<file path="config.mk">
export PLATFORM = sky130hd
export DESIGN_NAME = sdram_burst_colgen
export DESIGN_NICKNAME = d
export VERILOG_FILES = /design/src/rtl/colgen_pkg.sv /design/src/rtl/colgen_ctrl.sv /design/src/rtl/colgen_addr.sv /design/src/rtl/sdram_burst_colgen.sv
export SDC_FILE = /design/constraint.sdc
export NUM_CORES = 1
export LEC_CHECK = 0
export ABC_AREA = 1
export CAP_MARGIN = 20
export CORE_MARGIN = 5
export CORE_UTILIZATION = 45
export DETAILED_ROUTE_END_ITERATION = 7
export PLACE_DENSITY = 0.7
export SLEW_MARGIN = 20
export SYNTH_ARGS = -nofsm -noshare
export SYNTH_HDL_FRONTEND = slang
export SYNTH_SLANG_ARGS = --single-unit
</file>
<file path="constraint.sdc">
create_clock -name clk -period 5.5 [get_ports clk]
set_input_delay 1.1 -clock clk [delete_from_list [all_inputs] [get_ports clk]]
set_output_delay 1.1 -clock clk [all_outputs]
set_load 0.005 [all_outputs]
</file>
<file path="src/rtl/colgen_pkg.sv">
package colgen_pkg;
  localparam int COL_W  = 8;
  localparam int CODE_W = 3;

  localparam logic [CODE_W-1:0] BL_1    = 3'b000;
  localparam logic [CODE_W-1:0] BL_2    = 3'b001;
  localparam logic [CODE_W-1:0] BL_4    = 3'b010;
  localparam logic [CODE_W-1:0] BL_8    = 3'b011;
  localparam logic [CODE_W-1:0] BL_PAGE = 3'b111;

  typedef struct packed {
    logic [COL_W-1:0] mask;
    logic             full;
    logic             ilv;
  } burst_cfg_t;

  function automatic logic [COL_W-1:0] len_mask(input logic [CODE_W-1:0] code);
    case (code)
      BL_2:    return COL_W'(1);
      BL_4:    return COL_W'(3);
      BL_8:    return COL_W'(7);
      BL_PAGE: return {COL_W{1'b1}};
      default: return '0;
    endcase
  endfunction

  function automatic burst_cfg_t decode_cfg(input logic [CODE_W-1:0] code,
                                            input logic ilv, input logic wr,
                                            input logic wr_single);
    burst_cfg_t c;
    if (wr && wr_single) begin
      c.mask = '0;
      c.full = 1'b0;
      c.ilv  = 1'b0;
    end else begin
      c.mask = len_mask(code);
      c.full = (code == BL_PAGE);
      c.ilv  = ilv && (code != BL_PAGE);
    end
    return c;
  endfunction

  function automatic logic [COL_W-1:0] seq_low(input logic [COL_W-1:0] base,
                                               input logic [COL_W-1:0] beat);
    return base + beat;
  endfunction
endpackage

</file>
<file path="src/rtl/colgen_ctrl.sv">
module colgen_ctrl
  import colgen_pkg::*;
#(
  parameter int CW = COL_W,
  parameter int KW = CODE_W
) (
  input  logic          clk,
  input  logic          rst_n,
  input  logic          start_i,
  input  logic [CW-1:0] start_col_i,
  input  logic [KW-1:0] blen_code_i,
  input  logic          itlv_i,
  input  logic          wr_i,
  input  logic          wr_single_i,
  input  logic          adv_i,
  input  logic          stop_i,
  output logic          vld_o,
  output logic          last_o,
  output logic [CW-1:0] base_o,
  output logic [CW-1:0] beat_o,
  output burst_cfg_t    cfg_o
);
  logic          vld_q;
  logic [CW-1:0] beat_q;
  logic [CW-1:0] base_q;
  burst_cfg_t    cfg_q;
  burst_cfg_t    cfg_new;
  logic          at_end;

  assign cfg_new = decode_cfg(blen_code_i, itlv_i, wr_i, wr_single_i);
  assign at_end  = vld_q && !cfg_q.full && (beat_q == cfg_q.mask);

  always_ff @(posedge clk) begin
    if (!rst_n) begin
      vld_q  <= 1'b0;
      beat_q <= '0;
      base_q <= '0;
      cfg_q  <= '0;
    end else if (start_i) begin
      vld_q  <= 1'b1;
      beat_q <= '0;
      base_q <= start_col_i;
      cfg_q  <= cfg_new;
    end else if (vld_q && stop_i) begin
      vld_q  <= 1'b0;
    end else if (vld_q && adv_i) begin
      if (at_end) vld_q <= 1'b0;
      else        beat_q <= beat_q + 1'b1;
    end
  end

  assign vld_o  = vld_q;
  assign last_o = at_end;
  assign base_o = base_q;
  assign beat_o = beat_q;
  assign cfg_o  = cfg_q;
endmodule

</file>
<file path="src/rtl/colgen_addr.sv">
module colgen_addr
  import colgen_pkg::*;
#(
  parameter int CW = COL_W
) (
  input  logic [CW-1:0] base_i,
  input  logic [CW-1:0] beat_i,
  input  logic [CW-1:0] mask_i,
  input  logic          ilv_i,
  output logic [CW-1:0] col_o
);
  logic [CW-1:0] sum_w;
  assign sum_w = seq_low(base_i, beat_i);

  for (genvar b = 0; b < CW; b++) begin : g_bit
    always_comb begin
      if (!mask_i[b])  col_o[b] = base_i[b];
      else if (ilv_i)  col_o[b] = base_i[b] ^ beat_i[b];
      else             col_o[b] = sum_w[b];
    end
  end
endmodule

</file>
<file path="src/rtl/sdram_burst_colgen.sv">
module sdram_burst_colgen
  import colgen_pkg::*;
#(
  parameter int CW = COL_W,
  parameter int KW = CODE_W
) (
  input  logic          clk,
  input  logic          rst_n,
  input  logic          start_i,
  input  logic [CW-1:0] start_col_i,
  input  logic [KW-1:0] blen_code_i,
  input  logic          itlv_i,
  input  logic          wr_i,
  input  logic          wr_single_i,
  input  logic          adv_i,
  input  logic          stop_i,
  output logic [CW-1:0] col_o,
  output logic          beat_vld_o,
  output logic          last_o
);
  logic [CW-1:0] base_w;
  logic [CW-1:0] beat_w;
  burst_cfg_t    cfg_w;
  logic [CW-1:0] mask_w;
  logic          full_w;
  logic          ilv_w;

  colgen_ctrl #(.CW(CW), .KW(KW)) u_ctrl (
    .clk(clk), .rst_n(rst_n), .start_i(start_i), .start_col_i(start_col_i),
    .blen_code_i(blen_code_i), .itlv_i(itlv_i), .wr_i(wr_i),
    .wr_single_i(wr_single_i), .adv_i(adv_i), .stop_i(stop_i),
    .vld_o(beat_vld_o), .last_o(last_o), .base_o(base_w), .beat_o(beat_w),
    .cfg_o(cfg_w)
  );

  assign mask_w = cfg_w.mask;
  assign full_w = cfg_w.full;
  assign ilv_w  = cfg_w.ilv;

  colgen_addr #(.CW(CW)) u_addr (
    .base_i(base_w), .beat_i(beat_w), .mask_i(mask_w), .ilv_i(ilv_w),
    .col_o(col_o)
  );
endmodule

</file>
Word-level counts from Yosys, hierarchy flattened. Index checks and enable logic that the tools add are counted.

Flip-flop bits (word level): 27. Input bits: 19. ROM bits: 0. Latch bits: 0. Output and inout port bits: 10. Memory bits (writable): 0. Memories kept: 0.

Equality and inequality tests: 6. Muxes and demuxes: 22. Divide/modulo/power cells: 0. Order comparisons: 0. Add/subtract/negate cells: 2. Shifts and indexed selects: 0. Multipliers: 0. Bitwise operators: 11. Reduce and logical (&&, ||, !) cells: 12.

Operators with widths (number): case mux 8 bit (4 select lines) (1); 2-to-1 mux 1 bit (20); 2-to-1 mux 10 bit (1); adder 8 x 1 -> 8 bit (second input constant) (1); adder 8 bit (1); == test 8 bit (1); bitwise XOR 1 bit (8); == test 3 x 2 -> 1 bit (second input constant) (2); logical AND 1 bit (6); nonzero test 3 bit (2); == test 3 x 1 -> 1 bit (second input constant) (1); == test 3 bit (second input constant) (1); != test 3 bit (second input constant) (1); inverter 1 bit (3); AND reduction 3 bit (1); AND reduction 2 bit (1); OR reduction 2 bit (1); logical NOT 1 bit (1).

Depth between registers and ports, before layout.
Depth after elaboration: 7. Gate-level depth with buffers: 11. Gate-level depth less buffers: 11.

By module. Synthesis repeated with hierarchy kept, for this count alone.

Cells, all modules: 228. Area total of the unflattened synthesis: 1557.7 µm².

Modules (own cells, without submodules): colgen_ctrl (times used 1, area an instance 1119.8 µm², seq. area each 460.4 µm², cells an instance 150); colgen_addr (times used 1, area an instance 437.9 µm², seq. area each 0.0 µm², cells an instance 78).

Worst setup path before layout. Ideal clock, no wire load.

Path kind: reg-to-output. Start: reg u_ctrl.beat_q[0] (netlist: u_ctrl.beat_o[0]). End: out col_o[4]. Data arrival time: 1.548 ns. Path buffers: 0. Required time: 4.400 ns. Path slack: 2.852 ns. Cell stages (with the launch flop): 8. Path through: dfxtp_1 > ha_1 > inv_1 > fa_1 > o21ai_0 > nand2_1 > xor2_1 > o21ai_0.

Longest elaborated chain between the ends: 3.

RTL lines: start: declaration (RTL line colgen_ctrl.sv:24) `logic [CW-1:0] beat_q;`; start signal: assignment (RTL line colgen_ctrl.sv:48) `else beat_q <= beat_q + 1'b1;`; adder 8 bit (RTL line colgen_pkg.sv:45) `return base + beat;`; 2-to-1 mux 1 bit (RTL line colgen_addr.sv:18) `else if (ilv_i) col_o[b] = base_i[b] ^ beat_i[b];`; 2-to-1 mux 1 bit (RTL line colgen_addr.sv:17) `if (!mask_i[b]) col_o[b] = base_i[b];`; end: declaration (RTL line sdram_burst_colgen.sv:17) `output logic [CW-1:0] col_o,`.

No other way between the ends.

Worst setup path after layout. Same ends and word-level chain as after synthesis.

==> reports/metrics.cfg <==
[run_status]
status = complete, no violations

[synth]
ys.flop_type = dfxtp_1
yosysSeqAreaShare_pct = 28.5
netlist_area_sq_um = 1620
synth_edf_count = 0
synth_area_leaders = dfxtp_1 29%, nand2_1 16%, inv_1 8.1%
ys_types = 33
syn_area_per_cell_sq_um = 6.57
synth_commonest_cells = 70 x nand2_1, 35 x inv_1, 23 x dfxtp_1
post-synth-top-area-fraction_pct = 28.5
ys_warn_count = 0
synth_most_common_cell = nand2_1
ys_seq_elements = 23
syn-num-nets = 274
synth_top_cell_by_area = dfxtp_1
synthCells = 246
async_reset_ff_share_pct = 0

[floorplanning]
die_w_um = 69.9
dieArea_sq_um = 4890
core_area_sq_um = 3420
start_util_pct = 47.3
rows = 21
io_pins = 29
die_h_um = 69.9

[layout]
area_growth_pct = 20.8
fin_area_sq_um = 1950
nets = 303
n_antenna_cell = 0
drive_gt1_share_pct = 7.30

[setup_path]
worstPathMaxFanout = 5
path_cells = ha_1, inv_1, fa_1, o21ai_0, nand2_1, xor2_1, o21ai_0, clkdlybuf4s50_1
crit_path_top_delay_cell = clkdlybuf4s50_1
reg2reg_depth = 9
end_kind = output pin
r2r_slack_ns = 3.82
start_kind = flop
critPathArrivalTime_ns = 2.58
cp-startpoint = u_ctrl.beat_o[0]
slowest_delay_ns = 0.52
cpMostUsedCell = o21ai_0
path_class = reg -> out
cp_data_required_time_ns = 4.40
r2r-start = u_ctrl.cfg_o[8]

[cts]
cts-hold-fix-buffers = 0
cts_buffers = 3
worstSkewPairLatency_ns = 0.33
clock_path_buffers = 2
cts_setup_buffers = 0
clock_sinks = 23
ctsResizeCount = 0
clkTransAtPathRegs_ns = 0.15
htreeDepth = 1
root_buffer = clkbuf_4
cts_tree = done

[worst_hold_path]
hp-class = reg -> reg
hp-start = u_ctrl.base_o[0]
holdPathStages = 2

[place]
gp_congestion = 0.837
port_buffers = 28
place_ws_ns = 2.22
place_area_sq_um = 1920
dp_hpwl_um = 3000

[sta]
setup_violations = 0
fin_skew_ns = 0.00957
period_share_pct = 67.0
slew_viol_final = 0
hold_violations = 0
relSlewSlack_pct = 64.5
tns_ns = 0
period_needed_ns = 3.68
setup_slack_ns = 1.82
rsz0062_at_grt = no
fmax_ghz = 0.271
max_slew.worst_pin.slew_ns = 0.531

[grt]
grt_max_degree = 15
grt-ovfl-total = 0
track_usage_pct = 16.3
grt_pass1_vias = 1532
antenna_found_initial = 0
grt_pass1_wl_um = 6620

[routing]
dr.first_iter.drc_count = 62
drc = 0
wl_per_cell_um = 12.0
final_antenna_net_count = 0
routed_wl_um = 3850
routed_via_density = 5.05
first_pass_iters = 4
vias = 1615

[power]
power_uw = 339
power.leakage_uw = 0.000847
ir_drop_v = 0.000107
power_density_nw_per_um2 = 174

[job]
cap_viol_max_count = 0

## cells in the final DEF, fill, tap and decap left out, types with 2 or more instances in the layout
cell / synthesis / final
nand2_1: 70 / 70
inv_1: 35 / 35
clkdlybuf4s50_1: 0 / 28
dfxtp_1: 23 / 23
nor2_1: 21 / 21
nand3_1: 16 / 16
o21ai_0: 16 / 16
nand4_1: 9 / 9
ha_1: 8 / 8
a21oi_1: 7 / 7
nand3b_1: 4 / 4
a22o_1: 4 / 4
inv_2: 3 / 3
o22ai_1: 3 / 3
clkbuf_4: 0 / 3
nand2_2: 2 / 2
xnor2_1: 2 / 2
nand3_2: 2 / 2
nor2_4: 2 / 2
nor3_1: 2 / 2
## critical path: cells and delay by family (launching register included)
family | cells | cell delay, ns
compound gates | 2 | 0.43
simple gates | 1 | 0.11
fa+ha+maj | 2 | 0.57
buf+inv | 2 | 0.57
xor+xnor | 1 | 0.15
flops | 1 | 0.43
## worst paths after layout
kind	endpoint
hold / removal	u_ctrl.base_o[0]
setup / recovery	col_o[4]
setup reg to reg	u_ctrl.beat_o[2]
hold reg to reg	u_ctrl.base_o[0]
## power breakdown
group | internal, uW | total [uW] | switching, uW
Sequential | 173 | 179 | 6.22
Clock | 27.3 | 86.9 | 59.6
Combinational | 36.7 | 72.8 | 36.1
## area by class of cell
cell class,count,area [sq um]
clock inverters,1,5.00
flip-flops and latches,23,460
multi-input cells,179,972
repair buffers,29,288
inverters,39,146
well taps,46,57.6
fillers,348,1460
clock buffers,3,22.5
## sequential cells by signal, summed over array words and instances (netlist names)
register,flops
u_ctrl.beat_o,8
u_ctrl.vld_o,1
u_ctrl.base_o,8
u_ctrl.cfg_o,6
## metrics by stage
stage	hold WS (ns)	util, %	cells
finish	0.506	57.1	320
global route	0.555	57.1	320
CTS	0.507	57.1	320
global placement	0.487	56.3	316
detailed placement	0.488	56.3	316
floorplan	0.465	-	246
## kinds of logic (layout without fill, tap and decap cells)
kind of cell	count (synthesis)	after routing	synth area share, %
flip-flops	23	23	28.5
buffers and inverters	44	72	11.3
XOR/XNOR	3	3	1.63
AO/OA/AOI/OAI	32	32	11.5
adder cells (fa/ha/maj)	9	9	7.44
AND/OR/NAND/NOR	135	135	39.6
## metal layers
metal  up-vias  global-route usage, %  part of all wire, %
li1        854                      -                    -
met1       714                   20.3                   45
met2        45                   29.1                   48
met3         2                   2.87                  6.2
met4         0                   4.04                 0.55
met5         -                      0                    0
No activity file was read; power rests on OpenSTA's default activity.
